`src/rtl/gpm_pkg.sv`:
```
package gpm_pkg;

    typedef enum logic [3:0] {
        SEL_DATA,
        SEL_DIR,
        SEL_ISENSE,
        SEL_IBOTH,
        SEL_IEVENT,
        SEL_IMASK,
        SEL_RDZERO,
        SEL_AFSEL,
        SEL_PAD,
        SEL_LOCK,
        SEL_COMMIT,
        SEL_ANALOG,
        SEL_ID,
        SEL_NONE
    } reg_sel_e;

    typedef enum logic {
        LK_SHUT,
        LK_OPEN
    } lock_st_e;

    // word offsets (byte offset >> 2)
    localparam logic [9:0] W_DIR     = 10'h100;
    localparam logic [9:0] W_ISENSE  = 10'h101;
    localparam logic [9:0] W_IBOTH   = 10'h102;
    localparam logic [9:0] W_IEVENT  = 10'h103;
    localparam logic [9:0] W_IMASK   = 10'h104;
    localparam logic [9:0] W_RAW     = 10'h105;
    localparam logic [9:0] W_MSTAT   = 10'h106;
    localparam logic [9:0] W_ICLR    = 10'h107;
    localparam logic [9:0] W_AFSEL   = 10'h108;
    localparam logic [9:0] W_PAD0    = 10'h140;
    localparam logic [9:0] W_PAD7    = 10'h147;
    localparam logic [9:0] W_LOCK    = 10'h148;
    localparam logic [9:0] W_COMMIT  = 10'h149;
    localparam logic [9:0] W_ANALOG  = 10'h14A;
    localparam logic [9:0] W_RSV_EXT = 10'h14B;
    localparam logic [9:0] W_RSV_BAS = 10'h109;
    localparam logic [9:0] W_RSV_END = 10'h3F3;
    localparam logic [9:0] W_ID0     = 10'h3F4;

    function automatic logic [7:0] id_byte(input logic ext, input logic [3:0] idx);
        logic [7:0] b;
        case (idx)
            4'd4:    b = ext ? 8'h47 : 8'h46;
            4'd5:    b = 8'h15;
            4'd6:    b = ext ? 8'h08 : 8'h18;
            4'd8:    b = 8'h0D;
            4'd9:    b = 8'hF0;
            4'd10:   b = 8'h05;
            4'd11:   b = 8'hB1;
            default: b = 8'h00;
        endcase
        return b;
    endfunction

endpackage

```
`src/rtl/gpm_decode.sv`:
```
module gpm_decode
    import gpm_pkg::*;
#(
    parameter bit EXTENDED = 1'b1,
    parameter int ADDR_W   = 12,
    parameter int PINS     = 8
) (
    input  logic [ADDR_W-1:0] addr,
    input  logic              wr,
    output reg_sel_e          sel,
    output logic              err,
    output logic [PINS-1:0]   mask,
    output logic [2:0]        pad_idx,
    output logic [3:0]        id_idx
);
    localparam logic [9:0] RSV_WORD = EXTENDED ? W_RSV_EXT : W_RSV_BAS;
    localparam int         WORD_W   = ADDR_W - 2;

    logic [WORD_W-1:0] word;
    logic              misaligned;
    reg_sel_e          ext_sel;

    assign word       = addr[ADDR_W-1:2];
    assign misaligned = |addr[1:0];
    assign mask       = addr[PINS+1:2];
    assign pad_idx    = word[2:0];
    assign id_idx     = 4'(word - W_ID0);

    generate
        if (EXTENDED) begin : g_ext
            always_comb begin
                ext_sel = SEL_NONE;
                if (word >= W_PAD0 && word <= W_PAD7) ext_sel = SEL_PAD;
                else if (word == W_LOCK)              ext_sel = SEL_LOCK;
                else if (word == W_COMMIT)            ext_sel = SEL_COMMIT;
                else if (word == W_ANALOG)            ext_sel = SEL_ANALOG;
            end
        end else begin : g_base
            assign ext_sel = SEL_NONE;
        end
    endgenerate

    always_comb begin
        sel = SEL_NONE;
        err = 1'b0;
        if (word < W_DIR) begin
            sel = SEL_DATA;
        end else if (wr && word >= RSV_WORD) begin
            err = 1'b1;
        end else if (!wr && word >= RSV_WORD && word <= W_RSV_END) begin
            err = 1'b1;
        end else if (misaligned) begin
            err = 1'b1;
        end else if (word >= W_ID0) begin
            sel = SEL_ID;
        end else begin
            case (word)
                W_DIR:                    sel = SEL_DIR;
                W_ISENSE:                 sel = SEL_ISENSE;
                W_IBOTH:                  sel = SEL_IBOTH;
                W_IEVENT:                 sel = SEL_IEVENT;
                W_IMASK:                  sel = SEL_IMASK;
                W_RAW, W_MSTAT, W_ICLR:   sel = SEL_RDZERO;
                W_AFSEL:                  sel = SEL_AFSEL;
                default:                  sel = ext_sel;
            endcase
            err = (sel == SEL_NONE);
        end
    end
endmodule

```
`src/rtl/gpm_lock_fsm.sv`:
```
module gpm_lock_fsm
    import gpm_pkg::*;
#(
    parameter int          BUS_W      = 32,
    parameter logic [31:0] UNLOCK_KEY = 32'hC0DE_5A1E
) (
    input  logic             clk,
    input  logic             rst_n,
    input  logic             lock_wr,
    input  logic [BUS_W-1:0] wdata,
    output logic             unlocked
);
    lock_st_e state_q, state_d;

    always_ff @(posedge clk) begin
        if (!rst_n) state_q <= LK_SHUT;
        else        state_q <= state_d;
    end

    always_comb begin
        state_d = state_q;
        unique case (state_q)
            LK_SHUT: if (lock_wr && wdata == BUS_W'(UNLOCK_KEY)) state_d = LK_OPEN;   // UNLOCK
            LK_OPEN: if (lock_wr && wdata != BUS_W'(UNLOCK_KEY)) state_d = LK_SHUT;   // RELOCK
        endcase
    end

    always_comb begin
        unique case (state_q)
            LK_SHUT: unlocked = 1'b0;
            LK_OPEN: unlocked = 1'b1;
        endcase
    end
endmodule

```
`src/rtl/gpm_regfile.sv`:
```
module gpm_regfile
    import gpm_pkg::*;
#(
    parameter bit EXTENDED = 1'b1,
    parameter int PINS     = 8,
    parameter int NPAD     = 8
) (
    input  logic            clk,
    input  logic            rst_n,
    input  logic            wr_en,
    input  reg_sel_e        sel,
    input  logic [PINS-1:0] wd,
    input  logic [PINS-1:0] mask,
    input  logic [2:0]      pad_idx,
    input  logic [3:0]      id_idx,
    input  logic            unlocked,
    output logic [PINS-1:0] rd,
    output logic [PINS-1:0] pin_out,
    output logic [PINS-1:0] pin_oe
);
    logic [PINS-1:0] data_q, dir_q, isense_q, iboth_q, ievent_q, imask_q;
    logic [PINS-1:0] afsel_q, commit_q, analog_q;
    logic [PINS-1:0] pad_q [NPAD];

    always_ff @(posedge clk) begin
        if (!rst_n) begin
            data_q   <= '0;
            dir_q    <= '0;
            isense_q <= '0;
            iboth_q  <= '0;
            ievent_q <= '0;
            imask_q  <= '0;
            afsel_q  <= '0;
            commit_q <= '1;
            analog_q <= '0;
        end else if (wr_en) begin
            case (sel)
                SEL_DATA:   data_q   <= (data_q & ~mask) | (wd & mask);
                SEL_DIR:    dir_q    <= wd;
                SEL_ISENSE: isense_q <= wd;
                SEL_IBOTH:  iboth_q  <= wd;
                SEL_IEVENT: ievent_q <= wd;
                SEL_IMASK:  imask_q  <= wd;
                SEL_AFSEL:  afsel_q  <= (afsel_q & ~commit_q) | (wd & commit_q);
                SEL_COMMIT: if (EXTENDED && unlocked) commit_q <= wd;
                SEL_ANALOG: analog_q <= wd;
                default:    ;
            endcase
        end
    end

    generate
        for (genvar p = 0; p < NPAD; p++) begin : g_pad
            localparam logic [PINS-1:0] PAD_RST = (p == 0) ? '1 : '0;
            always_ff @(posedge clk) begin
                if (!rst_n)
                    pad_q[p] <= PAD_RST;
                else if (wr_en && sel == SEL_PAD && pad_idx == 3'(p))
                    pad_q[p] <= wd;
            end
        end
    endgenerate

    always_comb begin
        case (sel)
            SEL_DATA:   rd = data_q & mask;
            SEL_DIR:    rd = dir_q;
            SEL_ISENSE: rd = isense_q;
            SEL_IBOTH:  rd = iboth_q;
            SEL_IEVENT: rd = ievent_q;
            SEL_IMASK:  rd = imask_q;
            SEL_AFSEL:  rd = afsel_q;
            SEL_PAD:    rd = pad_q[pad_idx];
            SEL_LOCK:   rd = PINS'(!unlocked);
            SEL_COMMIT: rd = commit_q;
            SEL_ANALOG: rd = analog_q;
            SEL_ID:     rd = id_byte(EXTENDED, id_idx);
            default:    rd = '0;
        endcase
    end

    assign pin_out = data_q;
    assign pin_oe  = dir_q;
endmodule

```
`src/rtl/gpio_maskport.sv`:
```
module gpio_maskport
    import gpm_pkg::*;
#(
    parameter bit          EXTENDED   = 1'b1,
    parameter int          ADDR_W     = 12,
    parameter int          BUS_W      = 32,
    parameter int          PINS       = 8,
    parameter logic [31:0] UNLOCK_KEY = 32'hC0DE_5A1E
) (
    input  logic              clk,
    input  logic              rst_n,
    input  logic              acc_valid,
    input  logic              acc_write,
    input  logic [ADDR_W-1:0] acc_addr,
    input  logic [BUS_W-1:0]  acc_wdata,
    output logic              rsp_valid,
    output logic [BUS_W-1:0]  rsp_rdata,
    output logic              rsp_err,
    output logic [PINS-1:0]   pin_out,
    output logic [PINS-1:0]   pin_oe
);
    localparam int NPAD = 8;

    reg_sel_e        sel;
    logic            dec_err;
    logic [PINS-1:0] mask;
    logic [2:0]      pad_idx;
    logic [3:0]      id_idx;
    logic            unlocked;
    logic            wr_en;
    logic [PINS-1:0] rd;

    gpm_decode #(.EXTENDED(EXTENDED), .ADDR_W(ADDR_W), .PINS(PINS)) u_dec (
        .addr(acc_addr), .wr(acc_write), .sel(sel), .err(dec_err),
        .mask(mask), .pad_idx(pad_idx), .id_idx(id_idx)
    );

    assign wr_en = acc_valid && acc_write && !dec_err;

    gpm_lock_fsm #(.BUS_W(BUS_W), .UNLOCK_KEY(UNLOCK_KEY)) u_lock (
        .clk(clk), .rst_n(rst_n),
        .lock_wr(wr_en && sel == SEL_LOCK),
        .wdata(acc_wdata), .unlocked(unlocked)
    );

    gpm_regfile #(.EXTENDED(EXTENDED), .PINS(PINS), .NPAD(NPAD)) u_regs (
        .clk(clk), .rst_n(rst_n), .wr_en(wr_en), .sel(sel),
        .wd(acc_wdata[PINS-1:0]), .mask(mask), .pad_idx(pad_idx),
        .id_idx(id_idx), .unlocked(unlocked), .rd(rd),
        .pin_out(pin_out), .pin_oe(pin_oe)
    );

    always_ff @(posedge clk) begin
        if (!rst_n) begin
            rsp_valid <= 1'b0;
            rsp_err   <= 1'b0;
            rsp_rdata <= '0;
        end else begin
            rsp_valid <= acc_valid;
            rsp_err   <= acc_valid && dec_err;
            rsp_rdata <= (acc_valid && !acc_write) ? BUS_W'(rd) : '0;
        end
    end
endmodule

```
`config.mk`:
```
export PLATFORM = sky130hd
export DESIGN_NAME = gpio_maskport
export DESIGN_NICKNAME = d
export VERILOG_FILES = /design/src/rtl/gpm_pkg.sv /design/src/rtl/gpm_decode.sv /design/src/rtl/gpm_lock_fsm.sv /design/src/rtl/gpm_regfile.sv /design/src/rtl/gpio_maskport.sv
export SDC_FILE = /design/constraint.sdc
export NUM_CORES = 1
export LEC_CHECK = 0
export BUFFER_PORTS_ARGS = -buffer_cell sky130_fd_sc_hd__clkbuf_2
export CAP_MARGIN = 20
export CORE_MARGIN = 3
export CORE_UTILIZATION = 40
export CTS_BUF_LIST = sky130_fd_sc_hd__clkbuf_2 sky130_fd_sc_hd__clkbuf_4 sky130_fd_sc_hd__clkbuf_8
export CTS_CLUSTER_SIZE = 14
export DETAILED_ROUTE_END_ITERATION = 8
export GPL_TIMING_DRIVEN = 0
export PLACE_DENSITY = 0.68
export REMOVE_ABC_BUFFERS = 1
export SYNTH_ARGS = -nofsm -noshare
export SYNTH_HDL_FRONTEND = slang
export SYNTH_HIERARCHICAL = 1
export SYNTH_SLANG_ARGS = --single-unit
```
`constraint.sdc`:
```
create_clock -name clk -period 5.8 [get_ports clk]
set_input_delay 1.16 -clock clk [delete_from_list [all_inputs] [get_ports clk]]
set_output_delay 1.16 -clock clk [all_outputs]
set_load 0.01 [all_outputs]
```
Word level (Yosys, flattened, before mapping)
Memories as Yosys holds them, arrays and structs flattened.
Cells that the tools add are included.
{"block": "classes", "n_addsub": 1, "order_cmp": 6, "eq_ne": 40, "n_mux": 59, "bitwise_logic": 18, "reduce_logical": 37}
{"operator": "equality test 10 x 9 -> 1 bit, second input constant", "count": 12}
{"operator": "case mux 8 bit (12 select lines)", "count": 1}
{"operator": "2-to-1 mux 8 bit", "count": 8}
{"operator": "case mux 8 bit (7 select lines)", "count": 1}
{"operator": "2-to-1 mux 4 bit", "count": 13}
{"operator": "AND 8 bit", "count": 5}
{"operator": "equality test 4 bit, second input constant", "count": 10}
{"operator": "equality test 32 bit, second input constant", "count": 1}
{"operator": "2-to-1 mux 1 bit", "count": 32}
{"operator": "!= test 32 bit, second input constant", "count": 1}
{"operator": "case mux 4 bit (7 select lines)", "count": 1}
{"operator": "equality test 4 x 3 -> 1 bit, second input constant", "count": 6}
{"operator": ">= comparator 10 x 9 -> 1 bit, second input constant", "count": 2}
{"operator": "logical AND 1 bit", "count": 20}
{"operator": "AND reduction 2 bit", "count": 9}
{"operator": "inverter 8 bit", "count": 2}
{"operator": "OR 8 bit", "count": 2}
{"operator": "equality test 3 bit, second input constant", "count": 4}
{"operator": ">= comparator 10 bit, second input constant", "count": 1}
{"operator": "<= comparator 10 bit, second input constant", "count": 1}
{"operator": "<= comparator 10 x 9 -> 1 bit, second input constant", "count": 1}
{"operator": "less-than comparator 10 x 9 -> 1 bit, second input constant", "count": 1}
{"operator": "equality test 4 x 2 -> 1 bit, second input constant", "count": 2}
{"operator": "OR 1 bit", "count": 8}
{"operator": "13 further kinds", "count": 17}
{"block": "word_totals", "ff_bits": 107, "ramBits": 64, "input_bits": 48, "out_inout_bits": 50, "wordCells": 176, "mem_count": 1}
{"memory": "u_regs.pad_q", "words": 8, "word_bits": 8, "rd": 1, "rd_ports_with_merged_regs": 0, "write_ports": 8, "line": "gpm_regfile.sv:23", "text": "logic [PINS-1:0] pad_q [NPAD];"}

Logic depth before layout (Yosys ltp)
{"block": "depth", "depth_word": 25, "depth_mapped": 14, "depth_no_buf": 12}

By module
Netlist, hierarchy kept.
{"mod": "gpm_regfile", "n_inst": 1, "cells_per_inst": 616, "area_per_inst_um2": 6801.5, "seq_area_each_um2": 3363.2}
{"mod": "gpio_maskport", "n_inst": 1, "cells_per_inst": 50, "area_per_inst_um2": 480.5, "seq_area_each_um2": 200.2}
{"mod": "gpm_decode", "n_inst": 1, "cells_per_inst": 68, "area_per_inst_um2": 469.2, "seq_area_each_um2": 0.0}
{"mod": "gpm_lock_fsm", "n_inst": 1, "cells_per_inst": 16, "area_per_inst_um2": 143.9, "seq_area_each_um2": 20.0}

Worst setup path before layout
Ideal clock, no wire load.
{"block": "synth_timing", "path_type": "input port to flip-flop", "start": "in acc_addr[4]", "end": "mem u_regs.pad_q[4][0] (enable)", "setup_ns": 0.387, "arrival_ns": 4.018, "required_ns": 5.413, "path_slack_ns": 1.395, "path_stages": 10, "path_buffers": 1, "path_cell_list": "inv_1 ha_1 or4_1 or4_1 o41ai_2 o22ai_1 buf_4 nor2_1 nand3_1 o31ai_1"}
{"element": "from (decl)", "line": "gpio_maskport.sv:14", "text": "input logic [ADDR_W-1:0] acc_addr,"}
{"element": "to (decl)", "line": "gpm_regfile.sv:23"}

Final worst setup path
{"block": "layout_timing", "start": "in acc_addr[4]", "end": "reg u_regs.commit_q[1]"}
{"block": "layout_between", "elab_cells_between_ends": 48, "cone_classes": "order compare: 6; eq/ne: 14; mux: 20; reduce/logical: 8"}
{"element": "branches (longest 15 deep; another with >= comparator 10 x 9 -> 1 bit)"}
{"element": "2-to-1 mux 4 bit *", "line": "gpm_decode.sv:46", "text": "if (word < W_DIR) begin"}
{"element": "named net sel[1]", "line": "gpio_maskport.sv:24", "text": "reg_sel_e sel;"}
{"element": "equality test 4 bit *", "line": "gpm_regfile.sv:37", "text": "case (sel)"}
{"element": "AND reduction 3 bit (no line) *"}
{"element": "to (signal assigned)", "line": "gpm_regfile.sv:45", "text": "SEL_COMMIT: if (EXTENDED && unlocked) commit_q <= wd;"}
{"element": "to (decl)", "line": "gpm_regfile.sv:22", "text": "logic [PINS-1:0] afsel_q, commit_q, analog_q;"}
Mark *: on every way through the listed nets, which the timed path passes. The select of a mux whose other input is x is not followed.
A chain may end at the register's enable or synchronous reset.

==> results.yml <==
cells_and_area:
  layout.nets: 840
  final_common_cell: "dfxtp_1"
  multiInputGateArea_um2: 3869
  fillCellCount: 1713
  insertedDiodeCount: 0
  design_area_um2: 8756
  layout_common_cells: "dfxtp_1, clkbuf_2, and2_1"
  seqCellArea_um2: 3583
  area.growth.synth_to_final_pct: 10.90
  fin_util_pct: 46.04
  drive_above_1_share_pct: 20.63
die:
  num_io_pins: 98
  die_width_um: 146.5
  die_y_um: 146.5
  start_util_pct: 41.51
  dieArea_um2: 21460
  core_um2: 19020
  row_count: 50
clock_tree:
  cts_made_buffers: 17
  clk_pin_slew_ns: 0.08
  cts.sinks: 147
  cts-root-buf: "clkbuf_8"
  clockBufferDepth: 2
  cts_hold_buffers: 0
  clk_latency_ns: 0.45
  cts_setup_buffers: 0
  cts_tree: "built"
  htreeDepth: 4
route:
  wirelength_um: 19920
  vias: 5748
  drcViolationCount: 0
  drtAntennaViolNets: 0
  routedWlPerCell_um: 18.79
  drtIter0Drc: 507
  viasPerCell: 5.423
  firstDrtPassIters: 6
place:
  place_area_um2: 8292
  gp_congestion: 0.8678
  port_buffers: 73
  dp_hpwl_um: 13470
  place_ws_ns: -0.3730
grt:
  grt-ovfl-total: 0
  gr-usage-all-layers_pct: 18.61
  grt_pass1_wl_um: 31350
  first_global_vias: 5505
  antenna_found_initial: 0
  grt_max_degree: 57
critical_path:
  cp_max_fo: 19
  cp-end-kind: "register"
  start_kind: "input port"
  reg2reg_slack_ns: 3.80
  arrival_ns: 5.75
  critPathRequiredTime_ns: 6.13
  worst-setup-path-type: "in -> reg"
sta:
  hold_violations: 0
  setup_viol: 0
  drv_slew: 0
  max_slew.worst_pin.slew_ns: 0.9596
  max_freq_mhz: 184.7
  period_share_pct: 93.34
  fin_crit_ns: 5.413
  max_slew_margin_pct: 36.03
  fin_ws_ns: 0.3865
  clock_skew_ns: 0.01060
  holdWs_ns: 0.4691
  grt_setup_unrepaired: "no"
flow_run:
  maxCapViolations: 0
power:
  report.power.total_mw: 2.108
  powerDensity_nw_per_um2: 240.7
  p_leak_nw: 3.242
  ir_drop_uv: 111.8
logic_synthesis:
  synth_top_family_by_area: "simple AND/OR/NAND/NOR gates"
  synth_area_um2: 7895
  synth-compound-area-share_pct: 8.732
  async_flop_share_pct: 0
  synth_area_leaders: "edfxtp_1, dfxtp_1, mux2i_1, and2_1, mux4_2"
  synth.ff_latch_count: 147
  synth-xor-area-share_pct: 0
  ys.warnings.count: 6
  synth_cell_types: 71
  yosysSeqAreaShare_pct: 45.39
  synth_fa_ha_area_share_pct: 0.7924
  synth_top_area_share_pct: 24.34
  synth_cells: 750
  yosys.area.top_type: "edfxtp_1"
  synthMuxAreaShare_pct: 14.31
  syn_avg_cell_area_um2: 10.53
  synth-simple-area-share_pct: 23.79
  synth-edff-count: 64
  synth-main-ff-cell: "dfxtp_1"
run_status:
  status: "completed"
hold_path:
  hold_path.class: "reg -> reg"
timing repair:
item / CTS / global route
endpoints found under the setup margin: 0 / 4
resized for setup: 0 / 1
hold endpoints to repair: 0 / 0
metal layers:
metal  up-vias  global-route usage [%]  wire, µm
met5         -                       0         0
met4         0                   6.444       410
met3        25                   2.980      1283
met2       236                   28.85      9167
met1      2770                   26.54      9059
li1       2717                       -         -
final timing paths:
kind                                                  startpoint  depth (start not counted)                               to
worst max-delay path                                 acc_addr[4]                         12  u_regs/commit_q[1]$_SDFFE_PN1P_
worst min-delay path             u_regs/isense_q[2]$_SDFFE_PN0P_                          2  u_regs/isense_q[2]$_SDFFE_PN0P_
worst max register to register  u_regs/pad_q[7][0]$_SDFFCE_PN0P_                          5          rsp_rdata[0]$_SDFF_PN0_
worst min register to register   u_regs/isense_q[2]$_SDFFE_PN0P_                          2  u_regs/isense_q[2]$_SDFFE_PN0P_
area by class of cell:
| cell class | count | share of cell area [%] |
|---|---|---|
| multi-input cells | 527 | 44.18 |
| flip-flops and latches | 147 | 40.93 |
| repair buffers | 89 | 6.359 |
| well taps | 260 | 3.715 |
| clock buffers | 17 | 2.672 |
| clock inverters | 15 | 1.929 |
| inverters | 5 | 0.2143 |
cell usage after synthesis (3+ instances only):
cell type / instances
nand2b_1: 5
o211ai_1: 4
o2111ai_1: 4
or2_1: 8
or4_1: 3
mux4_2: 17
nor2_1: 18
nand2_1: 42
clkbuf_1: 33
ha_1: 5
a21boi_0: 16
nor3b_1: 3
nand4b_1: 3
inv_1: 5
buf_2: 18
mux2i_1: 69
nand3b_1: 8
o21ai_0: 9
a21o_1: 4
a22o_1: 6
a32oi_1: 5
edfxtp_1: 64
nor3_1: 6
nand3_1: 41
and2_1: 70
a21oi_1: 12
a31oi_1: 5
nor2b_1: 61
nand4_1: 4
or2_2: 3
o22ai_1: 8
dfxtp_1: 83
buf_4: 41
a22oi_1: 3
and3_1: 10
and3b_1: 5
mux2_2: 5
critical path: stages:
cell,delay (ns)
clkbuf_2,0.41
inv_1,0.26
ha_1,0.29
or4_1,0.49
or4_1,0.43
o41ai_2,0.13
o211a_1,0.67
buf_16,0.23
nor2b_1,0.73
and3_1,0.59
mux2i_1,0.25
nand2_1,0.08
kinds of logic (layout without fill, tap and decap cells):
kind of cell,Yosys count,in the layout
AND/OR/NAND/NOR,312,312
flip-flops,147,147
buffers and inverters,99,126
AO/OA/AOI/OAI,95,95
multiplexers,91,91
adder cells (fa/ha/maj),5,5
other,1,24
where the power goes:
group / internal, mW / total (mW) / switching [mW]
clock: 0.392 / 0.815 / 0.423
combinational: 0.0707 / 0.187 / 0.116
sequential: 1.10 / 1.11 / 0.00609
total: 1.56 / 2.11 / 0.545
metrics by stage:
step	TNS, ns	cells
after floorplan	0	679
after global placement	-125.13	1012
after detailed placement	-6.265	1025
after CTS	0	1057
after global routing	0	1060
final	0	1060
No activity file was read; power rests on OpenSTA's default activity.
